`config.mk`:
```
export PLATFORM = sky130hd
export DESIGN_NAME = rtc_calendar
export DESIGN_NICKNAME = d
export VERILOG_FILES = /design/src/rtl/rtc_cal_pkg.sv /design/src/rtl/rtc_tick_prescaler.sv /design/src/rtl/rtc_bcd_step.sv /design/src/rtl/rtc_month_len.sv /design/src/rtl/rtc_calendar.sv
export SDC_FILE = /design/constraint.sdc
export NUM_CORES = 1
export LEC_CHECK = 0
export BUFFER_PORTS_ARGS = -buffer_cell sky130_fd_sc_hd__buf_2
export CORE_MARGIN = 2
export CORE_UTILIZATION = 55
export CTS_BUF_LIST = sky130_fd_sc_hd__clkbuf_8
export DETAILED_ROUTE_END_ITERATION = 8
export HOLD_SLACK_MARGIN = 0.08
export PLACE_DENSITY = 0.75
export SYNTH_ARGS = -nofsm -noshare
export SYNTH_HDL_FRONTEND = slang
export SYNTH_HIERARCHICAL = 1
export SYNTH_SLANG_ARGS = --single-unit
```
`constraint.sdc`:
```
create_clock -name clk -period 4.6 [get_ports clk]
set_input_delay 0 -clock clk [delete_from_list [all_inputs] [get_ports clk]]
set_output_delay 0 -clock clk [all_outputs]
set_load 0.03 [all_outputs]
```
`src/rtl/rtc_cal_pkg.sv`:
```
package rtc_cal_pkg;

    localparam int NUM_FIELDS = 8;
    localparam int F_HSEC  = 0;
    localparam int F_SEC   = 1;
    localparam int F_MIN   = 2;
    localparam int F_HOUR  = 3;
    localparam int F_DOW   = 4;
    localparam int F_DATE  = 5;
    localparam int F_MONTH = 6;
    localparam int F_YEAR  = 7;
    localparam int W_CENT  = NUM_FIELDS;
    localparam int WR_BITS = NUM_FIELDS + 1;

    typedef logic [7:0] bcd8_t;

    typedef struct packed {
        bcd8_t [NUM_FIELDS-1:0] fld;
        logic                   cent;
    } cal_state_t;

    // fld[7] year .. fld[0] hundredths
    localparam cal_state_t CAL_RESET = '{
        fld:  {8'h00, 8'h01, 8'h01, 8'h01, 8'h00, 8'h00, 8'h00, 8'h00},
        cent: 1'b0
    };

    function automatic bcd8_t bcd_inc(bcd8_t v);
        if (v[3:0] >= 4'd9) return {v[7:4] + 4'd1, 4'd0};
        return {v[7:4], v[3:0] + 4'd1};
    endfunction

    function automatic bcd8_t field_lo(int idx);
        if (idx == F_DOW || idx == F_DATE || idx == F_MONTH) return 8'h01;
        return 8'h00;
    endfunction

    function automatic bcd8_t field_hi(int idx);
        case (idx)
            F_HSEC:  return 8'h99;
            F_SEC:   return 8'h59;
            F_MIN:   return 8'h59;
            F_HOUR:  return 8'h23;
            F_DOW:   return 8'h07;
            F_MONTH: return 8'h12;
            F_YEAR:  return 8'h99;
            default: return 8'h31;
        endcase
    endfunction

endpackage

```
`src/rtl/rtc_tick_prescaler.sv`:
```
module rtc_tick_prescaler #(
    parameter int TICK_DIV = 1
) (
    input  logic clk,
    input  logic rst,
    input  logic clr,
    input  logic run,
    output logic adv
);
    localparam int CW = (TICK_DIV > 1) ? $clog2(TICK_DIV) : 1;
    localparam logic [CW-1:0] LAST = CW'((TICK_DIV > 1) ? TICK_DIV - 1 : 0);

    logic [CW-1:0] cnt_d, cnt_q;
    logic          at_last;

    always_comb begin
        at_last = (cnt_q == LAST);
        cnt_d   = cnt_q;
        if (clr)
            cnt_d = '0;
        else if (run)
            cnt_d = at_last ? '0 : cnt_q + CW'(1);
        adv = run & ~clr & at_last;
    end

    always_ff @(posedge clk) begin
        if (rst) cnt_q <= '0;
        else     cnt_q <= cnt_d;
    end
endmodule

```
`src/rtl/rtc_bcd_step.sv`:
```
module rtc_bcd_step
    import rtc_cal_pkg::*;
(
    input  bcd8_t cur,
    input  bcd8_t lo,
    input  bcd8_t hi,
    output bcd8_t nxt,
    output logic  wrap
);
    // >= rather than == so an out-of-range load still wraps
    always_comb begin
        wrap = (cur >= hi);
        nxt  = wrap ? lo : bcd_inc(cur);
    end
endmodule

```
`src/rtl/rtc_month_len.sv`:
```
module rtc_month_len
    import rtc_cal_pkg::*;
(
    input  bcd8_t month,
    input  bcd8_t year,
    output bcd8_t last
);
    logic [6:0] year_bin;
    logic       leap;

    always_comb begin
        year_bin = {3'b000, year[7:4]} * 7'd10 + {3'b000, year[3:0]};
        leap     = ((year_bin % 7'd4) == 7'd0);
        case (month)
            8'h02:                      last = leap ? 8'h29 : 8'h28;
            8'h04, 8'h06, 8'h09, 8'h11: last = 8'h30;
            default:                    last = 8'h31;
        endcase
    end
endmodule

```
`src/rtl/rtc_calendar.sv`:
```
module rtc_calendar
    import rtc_cal_pkg::*;
#(
    parameter int TICK_DIV = 1
) (
    input  logic               clk,
    input  logic               rst,
    input  logic               tick,
    input  logic               stop,
    input  logic               cent_en,
    input  logic [WR_BITS-1:0] wr_en,
    input  logic [7:0]         wr_data,
    output logic [7:0]         hsec_o,
    output logic [7:0]         sec_o,
    output logic [7:0]         min_o,
    output logic [7:0]         hour_o,
    output logic [2:0]         dow_o,
    output logic [7:0]         date_o,
    output logic [7:0]         month_o,
    output logic [7:0]         year_o,
    output logic               cent_o
);
    cal_state_t            st_d, st_q;
    logic                  any_wr;
    logic                  adv;
    bcd8_t                 last_date;
    bcd8_t                 lo  [NUM_FIELDS];
    bcd8_t                 hi  [NUM_FIELDS];
    bcd8_t                 nxt [NUM_FIELDS];
    logic [NUM_FIELDS-1:0] wrap;
    logic [NUM_FIELDS-1:0] step;
    logic                  cent_flip;

    assign any_wr = |wr_en;

    rtc_tick_prescaler #(.TICK_DIV(TICK_DIV)) u_pre (
        .clk (clk),
        .rst (rst),
        .clr (any_wr),
        .run (tick & ~stop),
        .adv (adv)
    );

    rtc_month_len u_mlen (
        .month (st_q.fld[F_MONTH]),
        .year  (st_q.fld[F_YEAR]),
        .last  (last_date)
    );

    for (genvar g = 0; g < NUM_FIELDS; g++) begin : g_field
        if (g == F_DATE) begin : g_var
            assign hi[g] = last_date;
        end else begin : g_fix
            assign hi[g] = field_hi(g);
        end
        assign lo[g] = field_lo(g);

        rtc_bcd_step u_step (
            .cur  (st_q.fld[g]),
            .lo   (lo[g]),
            .hi   (hi[g]),
            .nxt  (nxt[g]),
            .wrap (wrap[g])
        );
    end

    always_comb begin
        logic carry;
        carry = adv;
        for (int i = 0; i < NUM_FIELDS; i++) begin
            step[i] = carry;
            // day of week runs beside the date, it never feeds the month
            if (i != F_DOW) carry = carry & wrap[i];
        end
        cent_flip = carry & cent_en;

        st_d = st_q;
        for (int i = 0; i < NUM_FIELDS; i++)
            if (step[i]) st_d.fld[i] = nxt[i];
        if (cent_flip) st_d.cent = ~st_q.cent;

        for (int i = 0; i < NUM_FIELDS; i++) begin
            if (wr_en[i]) begin
                if (i == F_HSEC)     st_d.fld[i] = 8'h00;
                else if (i == F_DOW) st_d.fld[i] = {5'b00000, wr_data[2:0]};
                else                 st_d.fld[i] = wr_data;
            end
        end
        if (wr_en[W_CENT]) st_d.cent = wr_data[0];
    end

    always_ff @(posedge clk) begin
        if (rst) st_q <= CAL_RESET;
        else     st_q <= st_d;
    end

    assign hsec_o  = st_q.fld[F_HSEC];
    assign sec_o   = st_q.fld[F_SEC];
    assign min_o   = st_q.fld[F_MIN];
    assign hour_o  = st_q.fld[F_HOUR];
    assign dow_o   = st_q.fld[F_DOW][2:0];
    assign date_o  = st_q.fld[F_DATE];
    assign month_o = st_q.fld[F_MONTH];
    assign year_o  = st_q.fld[F_YEAR];
    assign cent_o  = st_q.cent;
endmodule

```
==> reports/summary.json <==
{
  "critical_path": {
    "critical-path-top-delay-family": "compound AO/OA/AOI/OAI gates",
    "worst-endpoint-arrival_ns": 3.91,
    "worst-path-buf-inv": 2,
    "cp_data_required_time_ns": 4.84,
    "cp_max_fo": 10,
    "setup.worst_path.end_class": "register",
    "critical-path-slowest-cell": "sky130_fd_sc_hd__or3_4",
    "worst-setup-path-type": "reg -> reg",
    "delay_of_the_slowest_cell_on_the_worst_path_ns": 0.43,
    "critical_path.startpoint_type": "register",
    "worstPathCellList": "or3_4, o311ai_2, o211ai_1, ha_1, nand2b_4, a2111oi_4, o31a_1, buf_4, inv_1, and2_1, a31oi_4, mux2_2"
  },
  "place": {
    "port-buffer-count": 81,
    "post-place-cells": 1167,
    "pre_cts_slack_ns": 0.9708,
    "place.detailed.hpwl_um": 12490,
    "gp_congestion": 0.8435
  },
  "clock_network": {
    "cts_num_sinks": 65,
    "htree_num_levels": 3,
    "clkTransAtPathRegs_ns": 0.08,
    "clock-root-buffer": "sky130_fd_sc_hd__clkbuf_8",
    "cts.path.max_buffers": 2,
    "tritoncts.num_buffers": 9,
    "skew_pair_late_insertion_delay_ns": 0.35,
    "tritoncts": "yes"
  },
  "global_routing": {
    "grtUsageTotal_pct": 23.47,
    "initial_antenna_violation_count": 0,
    "grt_max_degree": 39,
    "wire_length_of_the_first_global_routing_pass_um": 28670,
    "first_global_vias": 5949,
    "grt_overflow": 0
  },
  "timing": {
    "rsz0062_at_grt": "false",
    "setup_total_negative_slack_ns": 0,
    "maxClockFrequency_ghz": 0.2728,
    "finalHoldViolCount": 0,
    "final_min_period_over_clock_period_pct": 79.70,
    "finalHoldWorstSlack_ns": 0.1571,
    "maxSlewHeadroom_pct": 44.35,
    "fin_worst_skew_ns": 0.007101,
    "drv_slew": 0,
    "worst-slew-pin-transition_ns": 0.8348,
    "layout_setup_ws_ns": 0.9337,
    "setup-violations-final": 0,
    "layout_min_cycle_time_ns": 3.666
  },
  "floorplan": {
    "floorplan.die_area_um2": 15140,
    "ios": 82,
    "placementRows": 43,
    "floorplan.initialDensity_pct": 56.14,
    "fp.dieW_um": 123.0,
    "die-height_um": 123.0,
    "coreArea_um2": 13880
  },
  "drt": {
    "via_per_inst": 5.225,
    "detail_route.wirelength_um": 17030,
    "first_pass_iters": 5,
    "drcViolationCount": 0,
    "post_drt_wl_per_cell_um": 14.27,
    "detailedRoute.firstIterationViolations": 432,
    "ant_nets": 0,
    "detailroute.via_count": 6239
  },
  "worst_hold_path": {
    "hp-class": "in -> reg"
  },
  "cells_and_area": {
    "area_growth_pct": 9.586,
    "seqCellArea_um2": 1301,
    "nNetsFinal": 1127,
    "nFillCells": 1241,
    "fin_cells": 1194,
    "antenna-diode-count": 0,
    "multi_input_area_um2": 5837,
    "final_layout_size_suffix_gt1_share_pct": 20.81
  },
  "pwr": {
    "irDropWorstVdd_mv": 0.1334,
    "powerDensity_nw_per_um2": 228.6,
    "leakagePower_uw": 0.004286
  },
  "logic_synthesis": {
    "yosysWarningCount": 6,
    "avgSynthCellArea_um2": 8.825,
    "synth_area_um2": 7792,
    "post_synth_inst_count": 883
  },
  "outcome": {
    "result_of_the_run": "finished, final reports clean"
  },
  "flow_run": {
    "drv.max_cap_violation_count": 0
  }
}
[cells in the final DEF (no fill, tap or decap), types with 3 or more instances in the layout]
cell	instances
sky130_fd_sc_hd__a2111oi_0	3
sky130_fd_sc_hd__a2111oi_1	9
sky130_fd_sc_hd__a2111oi_2	3
sky130_fd_sc_hd__a2111oi_4	8
sky130_fd_sc_hd__a211oi_1	30
sky130_fd_sc_hd__a21oi_1	23
sky130_fd_sc_hd__a311oi_1	12
sky130_fd_sc_hd__a31oi_1	9
sky130_fd_sc_hd__and2_1	10
sky130_fd_sc_hd__and3_1	8
sky130_fd_sc_hd__buf_2	81
sky130_fd_sc_hd__buf_4	6
sky130_fd_sc_hd__bufinv_16	3
sky130_fd_sc_hd__clkbuf_8	10
sky130_fd_sc_hd__conb_1	125
sky130_fd_sc_hd__dfxtp_1	65
sky130_fd_sc_hd__dlygate4sd3_1	11
sky130_fd_sc_hd__ha_1	96
sky130_fd_sc_hd__inv_1	99
sky130_fd_sc_hd__mux2_2	16
sky130_fd_sc_hd__mux2_4	56
sky130_fd_sc_hd__mux2i_1	40
sky130_fd_sc_hd__nand2_1	41
sky130_fd_sc_hd__nand2b_4	8
sky130_fd_sc_hd__nand3_1	26
sky130_fd_sc_hd__nand4_1	9
sky130_fd_sc_hd__nor2_1	75
sky130_fd_sc_hd__nor2b_1	9
sky130_fd_sc_hd__nor3_1	5
sky130_fd_sc_hd__nor3b_1	3
sky130_fd_sc_hd__nor4_1	17
sky130_fd_sc_hd__o21a_1	16
sky130_fd_sc_hd__o21ai_0	9
sky130_fd_sc_hd__o31a_1	8
sky130_fd_sc_hd__or3b_4	8
sky130_fd_sc_hd__xnor2_1	34
[layer usage]
layer  track usage (%)  wire length, µm  vias up
met1             31.59             7989     2922
met2             38.88             8110      127
met3             2.952              602       24
met4             7.813              331        0
met5                 0                0        -
li1                  -                -     3166
[state kept, by name, indices dropped and copies added (netlist names)]
signal,cells
dow_o,3
sec_o,8
cent_o,1
hour_o,8
min_o,8
st_q,5
date_o,8
year_o,8
hsec_o,8
month_o,8
[layout make-up]
type	instances	area share, %
well taps	180	2.637
repair buffers	98	6.564
flip-flops and latches	65	15.24
inverters	99	4.352
clock inverters	6	1.245
multi-input cells	736	68.35
clock buffers	10	1.612
[timing repair]
action	in CTS	in global routing
resized for setup	0	0
endpoints found under the hold margin	37	0
buffers inserted	0	0
hold buffers	11	0
[where the power goes]
| group | internal, µW | total (µW) | switching, µW |
|---|---|---|---|
| Sequential | 597 | 663 | 65.9 |
| Clock | 372 | 605 | 233 |
| Combinational | 326 | 685 | 359 |
[worst min-delay path: stages]
cell,delay (ns)
sky130_fd_sc_hd__buf_2,0.20
sky130_fd_sc_hd__mux2i_1,0.18
sky130_fd_sc_hd__a211oi_1,0.08
[worst paths after layout]
check	start	end	slack, ns	cells after the start
worst min-delay path	wr_en[2]	min_o[5]	0.16	3
worst max register to register	month_o[5]	year_o[2]	0.93	12
worst min register to register	st_q[40]	st_q[40]	0.53	2
worst max-delay path	month_o[5]	year_o[2]	0.93	12
[stage by stage]
step	utilization [%]	total power (µW)	cell area [µm²]
global placement	58.97	1327	8185
global route	61.52	2064	8539
CTS	61.52	1957	8539
detailed placement	58.97	1345	8185
floorplan	-	1261	8247
finish	61.52	1952	8539
(Power assumes the default switching activity.)
